--- src/rtl/gpio_evt_pkg.sv ---
package gpio_evt_pkg;
  localparam int NUM_KINDS  = 6;
  localparam int WORD_W     = 32;
  localparam int BANK_IDX_W = 2;

  // kind indices; order matches the enable word layout
  localparam int K_RISE  = 0;
  localparam int K_FALL  = 1;
  localparam int K_HIGH  = 2;
  localparam int K_LOW   = 3;
  localparam int K_ARISE = 4;
  localparam int K_AFALL = 5;

  localparam int STS_BASE    = 'h40;
  localparam int EN_BASE     = 'h4C;
  localparam int KIND_STRIDE = 'h0C;

  typedef struct packed {
    logic [NUM_KINDS-1:0]  enWr;
    logic [NUM_KINDS-1:0]  enRd;
    logic                  stsW1c;
    logic                  stsRd;
    logic [BANK_IDX_W-1:0] bank;
  } strobe_t;
endpackage

--- src/rtl/gpio_evt_ctrl.sv ---
module gpio_evt_ctrl
  import gpio_evt_pkg::*;
#(
  parameter int NUM_BANKS = 2,
  parameter int ADDR_W    = 8
) (
  input  logic              wrEn,
  input  logic [ADDR_W-1:0] regAddr,
  output strobe_t           stb
);
  localparam logic [ADDR_W-1:0] SPAN = ADDR_W'(4 * NUM_BANKS);

  logic [ADDR_W-1:0] diff;

  always_comb begin
    stb  = '0;
    diff = regAddr - ADDR_W'(STS_BASE);
    if (diff < SPAN && diff[1:0] == 2'b00) begin
      stb.stsRd  = 1'b1;
      stb.stsW1c = wrEn;
      stb.bank   = BANK_IDX_W'(diff >> 2);
    end
    for (int k = 0; k < NUM_KINDS; k++) begin
      diff = regAddr - ADDR_W'(EN_BASE + k * KIND_STRIDE);
      if (diff < SPAN && diff[1:0] == 2'b00) begin
        stb.enRd[k] = 1'b1;
        stb.enWr[k] = wrEn;
        stb.bank    = BANK_IDX_W'(diff >> 2);
      end
    end
  end
endmodule

--- src/rtl/gpio_evt_dp.sv ---
module gpio_evt_dp
  import gpio_evt_pkg::*;
#(
  parameter int NUM_PINS  = 54,
  parameter int NUM_BANKS = 2
) (
  input  logic                 clk,
  input  logic                 rstN,
  input  strobe_t              stb,
  input  logic [WORD_W-1:0]    wrData,
  input  logic [NUM_PINS-1:0]  pinSync,
  input  logic [NUM_PINS-1:0]  pinRaw,
  output logic [WORD_W-1:0]    rdData,
  output logic [NUM_BANKS-1:0] irq
);
  localparam int TOT   = NUM_BANKS * WORD_W;
  localparam int SEL_W = $clog2(TOT);
  localparam logic [TOT-1:0] VALID = TOT'({NUM_PINS{1'b1}});

  logic [NUM_KINDS-1:0][TOT-1:0] enReg;
  logic [TOT-1:0] sts, syncPrev, rawPrev;
  logic [TOT-1:0] syncPad, rawPad, evt, clrVec;
  logic [SEL_W-1:0]  bankLo;
  logic [WORD_W-1:0] validWord;

  assign syncPad   = TOT'(pinSync);
  assign rawPad    = TOT'(pinRaw);
  assign bankLo    = SEL_W'(int'(stb.bank) * WORD_W);
  assign validWord = VALID[bankLo +: WORD_W];

  // event detection across all pins at once
  assign evt = VALID & ( (enReg[K_RISE]  &  syncPad & ~syncPrev)
                       | (enReg[K_FALL]  & ~syncPad &  syncPrev)
                       | (enReg[K_HIGH]  &  syncPad)
                       | (enReg[K_LOW]   & ~syncPad)
                       | (enReg[K_ARISE] &  rawPad  & ~rawPrev)
                       | (enReg[K_AFALL] & ~rawPad  &  rawPrev) );

  always_comb begin
    clrVec = '0;
    if (stb.stsW1c) clrVec[bankLo +: WORD_W] = wrData;
  end

  always_ff @(posedge clk or negedge rstN) begin
    if (!rstN) begin
      enReg <= '0;
    end else begin
      for (int k = 0; k < NUM_KINDS; k++) begin
        if (stb.enWr[k]) enReg[k][bankLo +: WORD_W] <= wrData & validWord;
      end
    end
  end

  // set beats clear: the event term is ORed after the clear mask
  always_ff @(posedge clk or negedge rstN) begin
    if (!rstN) begin
      sts      <= '0;
      syncPrev <= '0;
      rawPrev  <= '0;
    end else begin
      sts      <= (sts & ~clrVec) | evt;
      syncPrev <= syncPad;
      rawPrev  <= rawPad;
    end
  end

  always_comb begin
    rdData = '0;
    if (stb.stsRd) rdData = sts[bankLo +: WORD_W];
    for (int k = 0; k < NUM_KINDS; k++) begin
      if (stb.enRd[k]) rdData = enReg[k][bankLo +: WORD_W];
    end
  end

  for (genvar b = 0; b < NUM_BANKS; b++) begin : gen_irq
    assign irq[b] = |sts[b*WORD_W +: WORD_W];
  end
endmodule

--- src/rtl/gpio_evt_unit.sv ---
module gpio_evt_unit
  import gpio_evt_pkg::*;
#(
  parameter int NUM_PINS  = 54,
  parameter int ADDR_W    = 8,
  parameter int NUM_BANKS = (NUM_PINS + WORD_W - 1) / WORD_W
) (
  input  logic                 clk,
  input  logic                 rstN,
  input  logic [NUM_PINS-1:0]  pinSync,
  input  logic [NUM_PINS-1:0]  pinRaw,
  input  logic                 wrEn,
  input  logic [ADDR_W-1:0]    regAddr,
  input  logic [WORD_W-1:0]    wrData,
  output logic [WORD_W-1:0]    rdData,
  output logic [NUM_BANKS-1:0] irq
);
  strobe_t stb;

  gpio_evt_ctrl #(.NUM_BANKS(NUM_BANKS), .ADDR_W(ADDR_W)) uCtrl (
    .wrEn(wrEn), .regAddr(regAddr), .stb(stb)
  );

  gpio_evt_dp #(.NUM_PINS(NUM_PINS), .NUM_BANKS(NUM_BANKS)) uDp (
    .clk(clk), .rstN(rstN), .stb(stb), .wrData(wrData),
    .pinSync(pinSync), .pinRaw(pinRaw), .rdData(rdData), .irq(irq)
  );
endmodule

--- config.mk ---
export PLATFORM = sky130hd
export DESIGN_NAME = gpio_evt_unit
export DESIGN_NICKNAME = d
export VERILOG_FILES = /design/src/rtl/gpio_evt_pkg.sv /design/src/rtl/gpio_evt_ctrl.sv /design/src/rtl/gpio_evt_dp.sv /design/src/rtl/gpio_evt_unit.sv
export SDC_FILE = /design/constraint.sdc
export NUM_CORES = 1
export LEC_CHECK = 0
export BUFFER_PORTS_ARGS = -buffer_cell sky130_fd_sc_hd__buf_2
export CAP_MARGIN = 0
export CORE_MARGIN = 5
export CORE_UTILIZATION = 25
export CTS_BUF_LIST = sky130_fd_sc_hd__clkbuf_4 sky130_fd_sc_hd__clkbuf_8
export DETAILED_ROUTE_END_ITERATION = 8
export MAX_ROUTING_LAYER = met4
export PLACE_DENSITY_LB_ADDON = 0.15
export SLEW_MARGIN = 20
export SYNTH_ARGS = -nofsm -noshare
export SYNTH_HDL_FRONTEND = slang
export SYNTH_HIERARCHICAL = 1
export SYNTH_SLANG_ARGS = --single-unit
--- constraint.sdc ---
create_clock -name clk -period 6.8 [get_ports clk]
set_input_delay 2.04 -clock clk [delete_from_list [all_inputs] [get_ports clk]]
set_output_delay 2.04 -clock clk [all_outputs]
set_load 0.02 [all_outputs]
==> out/metrics.yaml <==
status: "finished with violations"
violations: "setup timing"
p_leak_nw: 14.2
num_io_pins: 185
sequentialPowerShare: 0.466
clock_insertion_delay_worst_skew_ns: 0.74
detail_route.wl_per_cell_um: 23.1
ctsLongestPathBuffers: 3
dieArea_um2: 110000
pwr-share-comb: 0.093
place_ws_ns: -0.497
rsz_0062_raised_after_global_routing: "true"
drt_drc_violations_left: 0
ys_warn_count: 6
layout_common_cells: "556 x dfrtp_1, 343 x mux2_2, 185 x mux2i_1"
layout.nets: 2642
numClockSinks: 556
vdd_drop_max_uv: 128
fp.dieW_um: 332
floorplan.die.height_um: 332
worstHoldStart: "uDp/enReg[378]"
netSwitchingFraction: 0.257
post-route-worst-setup-slack_ns: -0.336
grt_antenna_before_repair: 27
wirelength_mm: 91.4
finalCriticalPeriod_ns: 7.14
critical_path.reg2reg.startpoint: "uDp/enReg[286]"
h-tree-depth: 3
floorplan.core_area_um2: 103000
final_common_cell: "dfrtp_1"
netSwitchingPower_mw: 2.06
final_min_period_over_clock_period: 1.05
worst_ep_arrival_time_ns: 5.10
maxClockFrequency_mhz: 140
criticalPathCategory: "in2out"
drt_iter0_drc: 1065
syn-cell-area_um2: 25900
detailed_place_hpwl_mm: 58.7
vias: 18700
path_clk_slew_ns: 0.06
worst_setup_path_start_kind: "input pin"
place_inst: 3729
clock_tree_from_tritoncts: "yes"
fraction_of_layout_cells_with_a_size_suffix_above_1: 0.359
p_per_area_nw_per_um2: 247
hold_viol: 0
placementRows: 118
layout-area-overhead-vs-synth_pct: 24.8
tightest_slew_ns: 1.15
design_power_total_mw: 7.99
internal_power_mw: 5.94
viasPerCell: 4.73
floorplan.initialDensity: 0.251
gpl.final_weighted_congestion: 0.787
max-cap-violations: 0
slew_violations: 0
track_usage: 0.167
critPathMaxFanout: 8
min_path_type: "reg2reg"
grt_max_degree: 143
worst_clock_skew_ns: 0.0454
dr.pass1.iters: 5
maxSlewHeadroom: 0.223
cts_root_buf: "clkbuf_8"
grt_first_pass_wirelength_mm: 135
tritoncts.num_buffers: 101
final-instance-count-excl-fill: 3961
final_layout_fill_cell_count: 10500
postSynthCellCount: 2193
gr-total-overflow: 0
worst_setup_path_end_kind: "primary output"
first_global_vias: 20000
mappedNetlistNets: 2350
setup_violations: 32
critPathLaunch: "regAddr[6]"
avgSynthCellArea_um2: 11.8
ant_nets: 0
required_ns: 4.76
number_of_buffers_inserted_by_port_buffering: 184
clock_power_share: 0.441
[state kept, by name, summed over array words and instances (netlist names)]
| signal | flops |
|---|---|
| uDp/syncPrev | 54 |
| uDp/sts | 64 |
| uDp/enReg | 384 |
| uDp/rawPrev | 54 |
[path summary, 6_finish.rpt]
kind                                    end  slack [ns]  cells after the start
setup / recovery                 rdData[22]       -0.34                     15
hold / removal               uDp/enReg[378]        0.48                      1
setup reg to reg                uDp/sts[30]        5.70                      4
hold reg to reg              uDp/enReg[378]        0.48                      1
max in group asynchronous  uDp/syncPrev[10]        3.91                      2
min in group asynchronous    uDp/enReg[185]        1.34                      1
[power by group through the flow]
stage               Combinational [mW]  Clock, mW  Sequential, mW
finish                           0.744       3.52            3.73
global route                     0.823       3.79            3.75
CTS                              0.748       3.66            3.72
detailed placement               0.695          0            3.78
global placement                 0.682          0            3.78
floorplan                        0.412          0            3.69
[critical path, cell delays in order]
cell	delay, ns
buf_6	0.09
nand2b_4	0.13
or3_4	0.34
a2111oi_4	0.43
o22ai_2	0.17
o21a_1	0.22
o2111a_4	0.30
buf_12	0.16
buf_6	0.13
buf_16	0.13
mux2i_1	0.14
o22ai_1	0.10
o311ai_1	0.27
nand3_1	0.24
buf_6	0.20
[repair_timing]
item,4_1_cts,5_1_grt
gates cloned,8,0
hold buffers,0,0
gates resized for setup,68,63
setup buffers,22,5
endpoints found under the setup margin,32,32
pin swaps,47,52
[metrics by stage]
step                utilization  TNS (ns)  area, µm²  hold slack, ns
finish                    0.313     -8.46      32300           0.479
global route              0.313    -12.78      32300           0.494
CTS                       0.311    -10.07      32100           0.485
detailed placement        0.282    -13.82      29100           0.466
global placement          0.282    -15.19      29100           0.465
floorplan                     -         0      25900           0.447
[layer usage]
metal,track usage,part of all wire,vias to the layer above
met4,0.0540,0.027,0
met2,0.264,0.47,392
li1,-,-,8549
met1,0.215,0.45,9607
met3,0.0349,0.047,170
met5,-,0,-
[layout make-up]
class,instances,area [µm²],share of cell area
Sequential cell,556,13900,0.431
Clock buffer,166,2070,0.0641
Clock inverter,15,186,0.00577
Antenna cell,18,45.0,0.00139
Inverter,8,30.0,0.000929
Timing Repair Buffer,328,2810,0.0869
Multi-Input combinational cell,1490,11500,0.357
Tap cell,1380,1730,0.0534
Note: power is estimated with default switching activity, not from simulation.
